### config.mk
export PLATFORM = sky130hd
export DESIGN_NAME = dac_cmd_if
export DESIGN_NICKNAME = d
export VERILOG_FILES = /design/src/rtl/dac_cmd_pkg.sv /design/src/rtl/dac_addr_match.sv /design/src/rtl/dac_ctl.sv /design/src/rtl/dac_regs.sv /design/src/rtl/dac_cmd_if.sv
export SDC_FILE = /design/constraint.sdc
export NUM_CORES = 1
export LEC_CHECK = 0
export ABC_AREA = 1
export BUFFER_PORTS_ARGS = -buffer_cell sky130_fd_sc_hd__buf_2
export CAP_MARGIN = 0
export CORE_MARGIN = 2
export CORE_UTILIZATION = 45
export DETAILED_ROUTE_END_ITERATION = 6
export PLACE_DENSITY = 0.65
export SYNTH_ARGS = -nofsm -noshare
export SYNTH_HDL_FRONTEND = slang
export SYNTH_SLANG_ARGS = --single-unit
### constraint.sdc
create_clock -name clk -period 3.1 [get_ports clk]
set_input_delay 0.155 -clock clk [delete_from_list [all_inputs] [get_ports clk]]
set_output_delay 0.155 -clock clk [all_outputs]
set_load 0.1 [all_outputs]
### src/rtl/dac_cmd_pkg.sv
package dac_cmd_pkg;

  typedef enum logic [1:0] {
    EV_START = 2'd0,
    EV_ADDR  = 2'd1,
    EV_DATA  = 2'd2,
    EV_STOP  = 2'd3
  } evKind_t;

  localparam int NUM_CH = 2;

  typedef struct packed {
    logic [NUM_CH-1:0] loadIn;
    logic [NUM_CH-1:0] loadOut;
    logic [NUM_CH-1:0] copyOut;
    logic [NUM_CH-1:0] setPd;
    logic [NUM_CH-1:0] clrPd;
  } dacStrobe_t;

  localparam logic [6:0] GLOBAL_ADDR = 7'h73;

  localparam logic [3:0] CMD_WRITE_IN = 4'h0;
  localparam logic [3:0] CMD_UPDATE   = 4'h1;
  localparam logic [3:0] CMD_WRITE_UP = 4'h3;
  localparam logic [3:0] CMD_POWER_DN = 4'h4;

  localparam logic [3:0] CHAN_A   = 4'h0;
  localparam logic [3:0] CHAN_B   = 4'h1;
  localparam logic [3:0] CHAN_ALL = 4'hF;

endpackage

### src/rtl/dac_addr_match.sv
module dac_addr_match
  import dac_cmd_pkg::*;
#(
  parameter logic [1:0] ADDR_MID = 2'b00
) (
  input  logic [1:0] strapHi,
  input  logic [1:0] strapMid,
  input  logic [1:0] strapLo,
  input  logic [6:0] addrIn,
  output logic       addrHit
);

  function automatic logic [4:0] digitOf(input logic [1:0] code);
    return (code == 2'd3) ? 5'd2 : {3'b000, code};
  endfunction

  logic [4:0] packedVal;
  logic [6:0] ownAddr;

  always_comb begin
    packedVal = digitOf(strapHi) * 5'd9 + digitOf(strapMid) * 5'd3
              + digitOf(strapLo) + 5'd4;
    ownAddr   = {packedVal[4:2], ADDR_MID, packedVal[1:0]};
    addrHit   = (addrIn == ownAddr) || (addrIn == GLOBAL_ADDR);
  end

endmodule

### src/rtl/dac_ctl.sv
module dac_ctl
  import dac_cmd_pkg::*;
(
  input  logic        clk,
  input  logic        rst_n,
  input  logic        evtValid,
  input  logic [1:0]  evtKind,
  input  logic [7:0]  evtByte,
  input  logic        addrHit,
  output dacStrobe_t  strobe,
  output logic [15:0] word
);

  typedef enum logic [1:0] {ST_IDLE, ST_ADDR, ST_CMD, ST_DATA} ctlState_t;

  ctlState_t   state;
  logic [3:0]  cmdReg;
  logic [NUM_CH-1:0] chanMask;
  logic [7:0]  hiByte;
  logic        haveHi;
  evKind_t     kind;

  function automatic logic [NUM_CH-1:0] maskOf(input logic [3:0] chan);
    case (chan)
      CHAN_A:   return 2'b01;
      CHAN_B:   return 2'b10;
      CHAN_ALL: return 2'b11;
      default:  return 2'b00;
    endcase
  endfunction

  assign kind = evKind_t'(evtKind);
  assign word = {hiByte, evtByte};

  always_comb begin
    strobe = '0;
    if (evtValid && kind == EV_DATA) begin
      if (state == ST_CMD) begin
        case (evtByte[7:4])
          CMD_UPDATE:   strobe.copyOut = maskOf(evtByte[3:0]);
          CMD_POWER_DN: strobe.setPd   = maskOf(evtByte[3:0]);
          default: ;
        endcase
      end else if (state == ST_DATA && haveHi) begin
        case (cmdReg)
          CMD_WRITE_IN: strobe.loadIn = chanMask;
          CMD_WRITE_UP: begin
            strobe.loadIn  = chanMask;
            strobe.loadOut = chanMask;
            strobe.clrPd   = chanMask;
          end
          default: ;
        endcase
      end
    end
  end

  always_ff @(posedge clk) begin
    if (!rst_n) begin
      state    <= ST_IDLE;
      cmdReg   <= 4'hF;
      chanMask <= '0;
      hiByte   <= '0;
      haveHi   <= 1'b0;
    end else if (evtValid) begin
      case (kind)
        EV_START: begin
          state  <= ST_ADDR;
          haveHi <= 1'b0;
        end
        EV_STOP: begin
          state  <= ST_IDLE;
          haveHi <= 1'b0;
        end
        EV_ADDR: begin
          haveHi <= 1'b0;
          if (state == ST_ADDR && !evtByte[0] && addrHit) state <= ST_CMD;
          else                                             state <= ST_IDLE;
        end
        EV_DATA: begin
          case (state)
            ST_CMD: begin
              cmdReg   <= evtByte[7:4];
              chanMask <= maskOf(evtByte[3:0]);
              haveHi   <= 1'b0;
              state    <= ST_DATA;
            end
            ST_DATA: begin
              if (haveHi) haveHi <= 1'b0;
              else begin
                hiByte <= evtByte;
                haveHi <= 1'b1;
              end
            end
            default: state <= ST_IDLE;
          endcase
        end
        default: ;
      endcase
    end
  end

endmodule

### src/rtl/dac_regs.sv
module dac_regs
  import dac_cmd_pkg::*;
#(
  parameter int RES_BITS = 16
) (
  input  logic                              clk,
  input  logic                              rst_n,
  input  dacStrobe_t                        strobe,
  input  logic [15:0]                       word,
  output logic [NUM_CH-1:0][RES_BITS-1:0]   inCode,
  output logic [NUM_CH-1:0][RES_BITS-1:0]   outCode,
  output logic [NUM_CH-1:0]                 pwrDown
);

  localparam int SHIFT = 16 - RES_BITS;

  logic [RES_BITS-1:0] code;
  assign code = RES_BITS'(word >> SHIFT);

  for (genvar ch = 0; ch < NUM_CH; ch++) begin : g_ch
    always_ff @(posedge clk) begin
      if (!rst_n) begin
        inCode[ch]  <= '0;
        outCode[ch] <= '0;
        pwrDown[ch] <= 1'b1;
      end else begin
        if (strobe.loadIn[ch]) inCode[ch] <= code;
        if (strobe.loadOut[ch])      outCode[ch] <= code;
        else if (strobe.copyOut[ch]) outCode[ch] <= inCode[ch];
        if (strobe.setPd[ch])      pwrDown[ch] <= 1'b1;
        else if (strobe.clrPd[ch]) pwrDown[ch] <= 1'b0;
      end
    end
  end

endmodule

### src/rtl/dac_cmd_if.sv
module dac_cmd_if
  import dac_cmd_pkg::*;
#(
  parameter int         RES_BITS = 16,
  parameter logic [1:0] ADDR_MID = 2'b00
) (
  input  logic                clk,
  input  logic                rst_n,
  input  logic                evtValid,
  input  logic [1:0]          evtKind,
  input  logic [7:0]          evtByte,
  input  logic [1:0]          strapHi,
  input  logic [1:0]          strapMid,
  input  logic [1:0]          strapLo,
  output logic [RES_BITS-1:0] inCodeA,
  output logic [RES_BITS-1:0] inCodeB,
  output logic [RES_BITS-1:0] outCodeA,
  output logic [RES_BITS-1:0] outCodeB,
  output logic [1:0]          pwrDown
);

  dacStrobe_t strobe;
  logic [15:0] word;
  logic addrHit;
  logic [NUM_CH-1:0][RES_BITS-1:0] inCode;
  logic [NUM_CH-1:0][RES_BITS-1:0] outCode;

  dac_addr_match #(.ADDR_MID(ADDR_MID)) u_match (
    .strapHi (strapHi),
    .strapMid(strapMid),
    .strapLo (strapLo),
    .addrIn  (evtByte[7:1]),
    .addrHit (addrHit)
  );

  dac_ctl u_ctl (
    .clk     (clk),
    .rst_n   (rst_n),
    .evtValid(evtValid),
    .evtKind (evtKind),
    .evtByte (evtByte),
    .addrHit (addrHit),
    .strobe  (strobe),
    .word    (word)
  );

  dac_regs #(.RES_BITS(RES_BITS)) u_regs (
    .clk    (clk),
    .rst_n  (rst_n),
    .strobe (strobe),
    .word   (word),
    .inCode (inCode),
    .outCode(outCode),
    .pwrDown(pwrDown)
  );

  assign inCodeA  = inCode[0];
  assign inCodeB  = inCode[1];
  assign outCodeA = outCode[0];
  assign outCodeB = outCode[1];

endmodule

==> impl_metrics.tcl <==
set metrics [dict create \
    whs_endpoint "u_ctl.state[0]" \
    postRouteAntennaNets 0 \
    n_antenna_cell 0 \
    design_area_mm2 0.00455 \
    grt_pass1_wl_um 17400 \
    htreeDepth 3 \
    vias_per_cell 5.30 \
    post_cts_buffers 0 \
    worst_pin_slew_ns 0.790 \
    rsz0062_at_grt "no" \
    worst-path-max-fanout 3 \
    skew_ns 0.0151 \
    grt_antenna_before_repair 0 \
    wl_per_cell_um 14.7 \
    synthAdderAreaFrac 0.0356 \
    initial_core_util 0.458 \
    hp-start "evtValid" \
    die_h_um 97.6 \
    status "complete, no violations" \
    crit_type "input port to register" \
    slowest_stage "fa_1" \
    critPathTopFamily "adder cells" \
    arrival_ns 2.71 \
    crit_path_frequent_cell "nand2_1" \
    routabilityCongestion 0.851 \
    hold_path_class "input port to register" \
    rows 34 \
    drive_gt1_frac 0.213 \
    final_common_cell "nor2_1" \
    r2r_slack_ns 1.11 \
    fin_crit_sh 0.777 \
    cts_tree "done" \
    startpoint_type "input port" \
    yosysUniqueCellTypes 32 \
    post_cts_resized 0 \
    grt_use_met2 0.375 \
    synth_top_family_by_area "simple AND/OR/NAND/NOR gates" \
    postCtsHoldBufs 0 \
    timing.rr.start "u_ctl.state[1]" \
    area_delta_synth_final_pct 15.6 \
    crit_chain "buf_2 > inv_1 > nand2_1 > ha_1 > fa_1 > ha_1 > inv_1 > fa_1 > inv_1 > nand2_1 > nand2_1 > nor2_1 > nand2_1 > nor2_1 > nand3_1 > nand2_1 > nand2_1 > a21oi_1" \
    syn_avg_cell_area_um2 7.38 \
    die_area_mm2 0.00952 \
    overflow 0 \
    synth_xor_area_frac 0.00222 \
    core_area_mm2 0.00859 \
    syn_nets 563 \
    powerDensity_mw_per_mm2 464 \
    crit_cells 18 \
    leakage_nw 2.28 \
    remaining_drc_errors 0 \
    synth_compound_area_frac 0.193 \
    hold_ws_ns 0.118 \
    crit_buf_inv 4 \
    grt_max_degree 62 \
    io_pins 85 \
    cts_made_buffers 9 \
    r2r-end "u_regs.outCode[0]" \
    insertion_delay_ns 0.36 \
    cts_num_sinks 83 \
    io_buffers 84 \
    synth_area_mm2 0.00394 \
    mostFrequentLayoutCells "nor2_1 (86), buf_2 (84), dfxtp_1 (83), nand2_1 (75), o21ai_0 (57)" \
    ys_ff_latch 83 \
    first_pass_iters 5 \
    min_period_ns 2.41 \
    wl_um 10500 \
    grt_pass1_vias 3534 \
    worstPathRequired_ns 3.40 \
    die_w_um 97.6 \
    synthSimpleGateAreaFrac 0.249 \
    fmax_ghz 0.415 \
    setup-tns-final_ns 0 \
    root_buffer "clkbuf_8" \
    synth_mux_area_frac 0 \
    dp_hpwl_um 7220 \
    slowest_delay_ns 0.56 \
    peakVddDrop_mv 0.237 \
    yosys_warnings 0 \
    met3_usage 0.0432 \
    clock_path_buffers 2 \
    nets 630 \
    hold_depth 3 \
    placed_area_mm2 0.00432 \
    yosysSeqAreaShare 0.422 \
    hold_viol 0 \
    vias 3785 \
    use_met1 0.284 \
    syn_inst 534 \
    endpoint_kind "register" \
    p_total_w 0.00211 \
    slew-limit-headroom 0.473 \
    drt_iter0_markers 260 \
    finalSetupViolCount 0 \
    cap_viol_max_count 0 \
    grt.busiest_layer "met2" \
    rr_worst_depth 9 \
    report.final.slew_viol_count 0 \
    grtUsageTotal 0.224 \
    cts.clk_slew.worst_paths_ns 0.09 \
]
[worst min-delay path, delay by kind of cell]
family / cells / cell delay [ns]
buf+inv: 2 / 0.20
compound gates: 1 / 0.09
[per-stage QoR]
step           worst slack, ns   util  cells
6_report                 0.691  0.530    714
2_1_floorplan            0.684      -    534
3_5_place_dp             0.326  0.503    698
4_1_cts                  0.705  0.530    714
3_3_place_gp             0.477  0.503    698
5_1_grt                  0.471  0.530    714
[synth_stat cells]
master	instances	area, um^2
nand2_2	2	12.5
nand2_8	1	20.0
nor2_8	1	20.0
nand4_1	4	25.0
nand3b_1	1	7.51
nor2_2	5	31.3
buf_6	8	90.1
inv_4	2	12.5
nor3_1	18	90.1
inv_1	43	161
nor2_4	3	33.8
o21ai_0	57	285
nor4_1	1	6.26
o21ai_1	38	190
nand3_1	9	45.0
a21oi_1	32	160
a31oi_1	16	100
nor4_4	1	21.3
fa_1	2	40.0
xnor2_1	1	8.76
nand3_4	1	17.5
buf_2	7	35.0
inv_2	6	22.5
o211ai_1	3	22.5
dfxtp_1	83	1660
buf_4	2	15.0
clkinv_2	1	5.00
nand2_1	75	282
nor2_1	86	323
ha_1	8	100
clkbuf_1	13	48.8
nand2_4	4	45.0
[power by group]
part           switching (W)  internal, W
Clock               0.000418     0.000484
Combinational      0.0000950    0.0000441
Sequential        0.00000300      0.00107
[routing by layer]
layer,up-vias,wire length (um)
met2,116,5100
met4,0,225
met3,19,591
met1,1759,4590
li1,1891,-
met5,-,0
[cell type report]
cell class | count | area (um^2)
fillers | 855 | 4040
flip-flops and latches | 83 | 1660
clock inverters | 6 | 95.1
well taps | 108 | 135
inverters | 52 | 201
multi-input cells | 369 | 1890
repair buffers | 86 | 435
clock buffers | 10 | 138
[how the worst max path moves through the flow]
stage / startpoint / end / slack, ns
detailed placement: strapMid[1] / u_ctl.state[1] / 0.33
global route: strapMid[1] / u_ctl.state[1] / 0.47
finish: strapMid[1] / u_ctl.state[1] / 0.69
floorplan: strapMid[1] / u_ctl.state[1] / 0.68
CTS: strapMid[1] / u_ctl.state[1] / 0.71
global placement: strapMid[1] / u_ctl.state[1] / 0.48
[kinds of logic (layout without fill, tap and decap cells)]
group | after synthesis | in the layout
compound gates | 146 | 146
buf+inv | 82 | 154
xor+xnor | 1 | 1
flops | 83 | 83
simple gates | 212 | 212
fa+ha+maj | 10 | 10
[sequential cells by signal, summed over array words and instances, names as in the netlist]
signal / cells
u_regs.inCode: 32
u_regs.outCode: 32
u_ctl.hiByte: 8
u_ctl.cmdReg: 4
u_ctl.chanMask: 2
u_ctl.state: 2
u_regs.pwrDown: 2
u_ctl.haveHi: 1
Note: power is estimated with default switching activity, not from simulation.
